### src/rtl/scl_pkg.sv
package scl_pkg;

  typedef enum logic [2:0] {
    ST_IDLE  = 3'd0,
    ST_PARK  = 3'd1,
    ST_LOW   = 3'd2,
    ST_HWAIT = 3'd3,
    ST_HIGH  = 3'd4
  } scl_state_t;

endpackage

### src/rtl/scl_in_sync.sv
module scl_in_sync #(
  parameter int STAGES = 2
) (
  input  logic clk,
  input  logic rst_n,
  input  logic pin,
  output logic rise,
  output logic fall
);

  // chain[STAGES-1] is the synchronized level, chain[STAGES] the edge reference
  logic [STAGES:0] chain;

  always_ff @(posedge clk or negedge rst_n) begin
    if (!rst_n) chain <= '1;
    else        chain <= {chain[STAGES-1:0], pin};
  end

  assign rise = chain[STAGES-1] & ~chain[STAGES];
  assign fall = ~chain[STAGES-1] & chain[STAGES];

endmodule

### src/rtl/scl_phase_timer.sv
module scl_phase_timer #(
  parameter int W = 16
) (
  input  logic         clk,
  input  logic         rst_n,
  input  logic         load,
  input  logic [W-1:0] load_val,
  output logic         expired
);

  logic [W-1:0] cnt;

  always_ff @(posedge clk or negedge rst_n) begin
    if (!rst_n)            cnt <= '0;
    else if (load)         cnt <= load_val;
    else if (cnt != '0)    cnt <= cnt - 1'b1;
  end

  assign expired = (cnt == '0);

endmodule

### src/rtl/scl_bit_counter.sv
module scl_bit_counter #(
  parameter int BURST = 9
) (
  input  logic clk,
  input  logic rst_n,
  input  logic clear,
  input  logic step,
  output logic last
);

  localparam int CW = $clog2(BURST + 1);
  localparam logic [CW-1:0] LAST_V = CW'(BURST - 1);

  logic [CW-1:0] cnt;

  always_ff @(posedge clk or negedge rst_n) begin
    if (!rst_n)     cnt <= '0;
    else if (clear) cnt <= '0;
    else if (step)  cnt <= cnt + 1'b1;
  end

  assign last = (cnt == LAST_V);

endmodule

### src/rtl/scl_sync_gen.sv
module scl_sync_gen
  import scl_pkg::*;
#(
  parameter int PERIOD_W    = 16,
  parameter int BURST_LEN   = 9,
  parameter int SYNC_STAGES = 2,
  parameter int MIN_PERIOD  = 4
) (
  input  logic                clk,
  input  logic                rst_n,
  input  logic                xfer_req,
  output logic                xfer_done,
  input  logic [PERIOD_W-1:0] low_period,
  input  logic [PERIOD_W-1:0] high_period,
  input  logic                scl_in,
  output logic                scl_oe
);

  // Cycles from own release to the first HIGH cycle, plus the cycle the count ends on
  localparam int HI_ADJ = SYNC_STAGES + 2;
  localparam int FLOOR  = (MIN_PERIOD > HI_ADJ) ? MIN_PERIOD : HI_ADJ;
  localparam logic [PERIOD_W-1:0] FLOOR_V  = PERIOD_W'(FLOOR);
  localparam logic [PERIOD_W-1:0] HI_ADJ_V = PERIOD_W'(HI_ADJ);

  scl_state_t state, state_nxt;
  logic oe_nxt, done_nxt;
  logic scl_rise, scl_fall;
  logic tmr_load, tmr_expired;
  logic [PERIOD_W-1:0] tmr_val, low_eff, high_eff, low_load, high_load;
  logic bit_clr, bit_step, bit_last;

  scl_in_sync #(.STAGES(SYNC_STAGES)) u_sync (
    .clk  (clk),
    .rst_n(rst_n),
    .pin  (scl_in),
    .rise (scl_rise),
    .fall (scl_fall)
  );

  scl_phase_timer #(.W(PERIOD_W)) u_timer (
    .clk     (clk),
    .rst_n   (rst_n),
    .load    (tmr_load),
    .load_val(tmr_val),
    .expired (tmr_expired)
  );

  scl_bit_counter #(.BURST(BURST_LEN)) u_bits (
    .clk  (clk),
    .rst_n(rst_n),
    .clear(bit_clr),
    .step (bit_step),
    .last (bit_last)
  );

  always_comb begin
    low_eff   = (low_period  < FLOOR_V) ? FLOOR_V : low_period;
    high_eff  = (high_period < FLOOR_V) ? FLOOR_V : high_period;
    low_load  = low_eff - 1'b1;
    // synchronizer latency is taken out of the high count
    high_load = high_eff - HI_ADJ_V;
  end

  always_comb begin
    state_nxt = state;
    oe_nxt    = scl_oe;
    done_nxt  = 1'b0;
    tmr_load  = 1'b0;
    tmr_val   = low_load;
    bit_clr   = 1'b0;
    bit_step  = 1'b0;
    unique case (state)
      ST_IDLE, ST_PARK: begin
        if (xfer_req) begin
          state_nxt = ST_LOW;
          oe_nxt    = 1'b1;
          tmr_load  = 1'b1;
          bit_clr   = 1'b1;
        end
      end
      ST_LOW: begin
        if (tmr_expired) begin
          state_nxt = ST_HWAIT;
          oe_nxt    = 1'b0;
        end
      end
      ST_HWAIT: begin
        // line may be held by a slower device: wait for the seen rise
        if (scl_rise) begin
          state_nxt = ST_HIGH;
          tmr_load  = 1'b1;
          tmr_val   = high_load;
        end
      end
      ST_HIGH: begin
        if (scl_fall || tmr_expired) begin
          bit_step = 1'b1;
          oe_nxt   = 1'b1;
          if (bit_last) begin
            state_nxt = ST_PARK;
            done_nxt  = 1'b1;
          end else begin
            state_nxt = ST_LOW;
            tmr_load  = 1'b1;
          end
        end
      end
      default: begin
        state_nxt = ST_IDLE;
        oe_nxt    = 1'b0;
      end
    endcase
  end

  always_ff @(posedge clk or negedge rst_n) begin
    if (!rst_n) begin
      state     <= ST_IDLE;
      scl_oe    <= 1'b0;
      xfer_done <= 1'b0;
    end else begin
      state     <= state_nxt;
      scl_oe    <= oe_nxt;
      xfer_done <= done_nxt;
    end
  end

endmodule

### config.mk
export PLATFORM = sky130hd
export DESIGN_NAME = scl_sync_gen
export DESIGN_NICKNAME = d
export VERILOG_FILES = /design/src/rtl/scl_pkg.sv /design/src/rtl/scl_in_sync.sv /design/src/rtl/scl_phase_timer.sv /design/src/rtl/scl_bit_counter.sv /design/src/rtl/scl_sync_gen.sv
export SDC_FILE = /design/constraint.sdc
export NUM_CORES = 1
export LEC_CHECK = 0
export BUFFER_PORTS_ARGS = -buffer_cell sky130_fd_sc_hd__buf_4
export CORE_ASPECT_RATIO = 1.1
export CORE_MARGIN = 5
export CORE_UTILIZATION = 35
export CTS_CLUSTER_DIAMETER = 80
export CTS_CLUSTER_SIZE = 40
export DETAILED_ROUTE_END_ITERATION = 10
export GPL_ROUTABILITY_DRIVEN = 1
export PLACE_DENSITY_LB_ADDON = 0.2
export RECOVER_POWER = 25
export SYNTH_ARGS = -nofsm -noshare
export SYNTH_HDL_FRONTEND = slang
export SYNTH_SLANG_ARGS = --single-unit
### constraint.sdc
create_clock -name clk -period 2.3 [get_ports clk]
set_input_delay 0.23 -clock clk [delete_from_list [all_inputs] [get_ports clk]]
set_output_delay 0.23 -clock clk [all_outputs]
set_load 0.02 [all_outputs]
==> metrics <==
Clock Skews=0.00218 ns; crit path time final=2.17 ns; Leak=0.00133 uW; Routed Antenna Nets=0; Gate Count Post-Synth=270; CTS tree=yes; critical path's slowest cell=a22o_1; Total Wirelength=6.74 mm; Hold Slack=0.0451 ns; Crit path buffers/inverters=2; Post-synth EDFFs=0; CTS Buffer Depth=2; type of destination of the critical path=flop; GRT Util Overall=0.168; clock transition at the registers of the reported paths=0.10 ns; crit path cell chain=inv_1, ha_1, nor4b_1, buf_4, nand4_1, a22o_1, a32oi_1, o21ai_1; final setup fails=0; Hold WC Path Type=input port to flop; pwr/cell area=666 mW/mm^2; mapped cell area=0.00232 mm^2; WS Path Type=flop to flop; layout cells sized above 1=0.334; Routed WL per cell=15.6 um; vias per cell=5.56; Post-synth ARST share=1.00; Yosys Warn Count=0; Pwr Total=2110 uW; final hold viol count=0; Antenna Cells=0; Port-buffer cells=37; TritonRoute pass-1 iters=6; status=finished with violations; syn avg cell area=8.58 um^2; post-layout net count=393; GPL Wtd Cong=0.905; Worst VDD drop=0.262 mV; Relative slew margins=-0.0527; Initial Utilization=0.355; Slew Viols, Final=29; fmax=461 MHz; number of global-route vias before repair=2342; GR Overflow Total=0; Post-DP HPWL=5.45 mm; Synth area leader=dfrtp_1; Placeable Area=0.00652 mm^2; die area=0.00835 mm^2; Synth Net Count=312; largest net degree at the start of global routing=29; Ports=38; clk_lat worst skew=0.28 ns; CTS Buf Count=3; CP max stage delay=0.43 ns; Row Count=31; startpoint types=flop; dpl cell area=0.00307 mm^2; Area growth syn-to-layout=36.5%; CP required=2.47 ns; initial DRC count=98; DIE HEIGHT=95.3 um; via count of the routed design=2403; post-route setup TNS=0 ns; initial antenna violation count=0; H-tree levels=1; Slew @ Worst Pin=1.58 ns; crit share post-route=0.942; Setup Fix Bufs, Post-CTS=0; Synth area leaders=dfrtp_1, nor2_1, xnor2_1; number of library cell types mapped by synthesis=61; die width=87.6 um; max_cap viols=1; CP arrival=2.33 ns; CTS root buffer=clkbuf_8; sequential element share of the synthesized area=0.304; Synth Flop Type=dfrtp_1; area fraction of the dominant cell type after synthesis=0.270; failing checks=max-capacitance violations, max-slew violations; worst-path fanout max=8; #FFs+latches synth=28; fillers=620; Design Area, Final=0.00316 mm^2; CTS Sinks=28; first-pass GRT wire length=11.1 mm; Top delay family on crit path=compound AO/OA/AOI/OAI gates; DRC=0
-- final timing paths --
check                                 from              end  slack [ns]  depth (start not counted)
min in group asynchronous            rst_n  u_timer.cnt[15]        0.86                          2
setup / recovery            u_timer.cnt[0]   u_timer.cnt[6]        0.13                          8
max in group asynchronous            rst_n   u_timer.cnt[6]        0.52                          2
setup reg to reg            u_timer.cnt[0]   u_timer.cnt[6]        0.13                          8
hold / removal                      scl_in  u_sync.chain[0]        0.05                          1
hold reg to reg            u_sync.chain[0]  u_sync.chain[1]        0.36                          0
-- cell families (layout without fill, tap and decap cells) --
kind of cell,count (synthesis),after routing,synth area share
xor gates and xnor gates,22,22,0.0832
adders and majority gates,6,6,0.0324
and+or+nand+nor,106,106,0.269
AOI/OAI and AO/OA,81,81,0.245
DFF,28,28,0.304
muxes,7,7,0.0308
buffers and inverters,20,100,0.0357
-- cells in the mapped netlist (all sizes together), types with 5 or more instances --
master,instances
nor2,29
dfrtp,25
a21oi,15
nand2,13
nor3,13
o21ai,13
xnor2,11
xor2,11
inv,9
nand3,8
a211oi,7
nor4,7
o22ai,7
buf,6
ha,6
mux2i,6
clkbuf,5
nor3b,5
or3,5
or4,5
-- metrics by stage --
stage               std cells  utilization  setup WS (ns)
CTS                       432        0.485         0.0920
floorplan                 270            -        -0.0972
global placement          427        0.472         -0.103
detailed placement        427        0.472         -0.141
global route              432        0.485      -0.000166
finish                    432        0.485          0.132
-- flip-flops by register name, summed over array words and instances (netlist names) --
register and cells:
u_bits.cnt 4, scl_oe 1, xfer_done 1, state 3, u_timer.cnt 16, u_sync.chain 3
-- cells in the final DEF, fill, tap and decap left out, types with 4 or more instances in the layout --
cell,netlist,layout
buf_4,0,84
nor2_1,29,29
dfrtp_1,25,25
a21oi_1,15,14
o21ai_0,11,11
xnor2_1,11,11
xor2_1,11,11
nand2_1,13,10
inv_1,9,9
nor3_1,9,9
nand3_1,8,8
a211oi_1,7,7
o22ai_1,7,7
mux2i_1,6,6
or3_1,5,5
or4_4,3,5
ha_1,6,5
nor3b_1,4,4
a211o_1,4,4
o211ai_1,4,4
nor4_1,4,4
-- area by class of cell --
cell class | instances | area (um^2) | area share
Tap cell | 82 | 103 | 0.0324
Inverter | 9 | 33.8 | 0.0107
Multi-Input combinational cell | 222 | 1600 | 0.505
Timing Repair Buffer | 87 | 652 | 0.206
Clock buffer | 3 | 41.3 | 0.0131
Clock inverter | 1 | 30.0 | 0.00950
Sequential cell | 28 | 704 | 0.223
-- per-layer routing --
| metal | part of all wire | track usage |
|---|---|---|
| met1 | 0.43 | 0.213 |
| met2 | 0.51 | 0.300 |
| met3 | 0.039 | 0.0112 |
| met4 | 0.019 | 0.0563 |
| met5 | 0 | 0 |
-- power by group --
group	switching (uW)	internal, uW
Sequential	173	655
Combinational	406	473
Clock	166	234
-- timing repair --
item / 4_1_cts / 5_1_grt
hold buffers: 1 / 0
hold endpoints to repair: 25 / 0
endpoints found under the setup margin: 2 / 4
gates resized for setup: 1 / 1
pin swaps: 0 / 1
No activity file was read; power rests on OpenSTA's default activity.
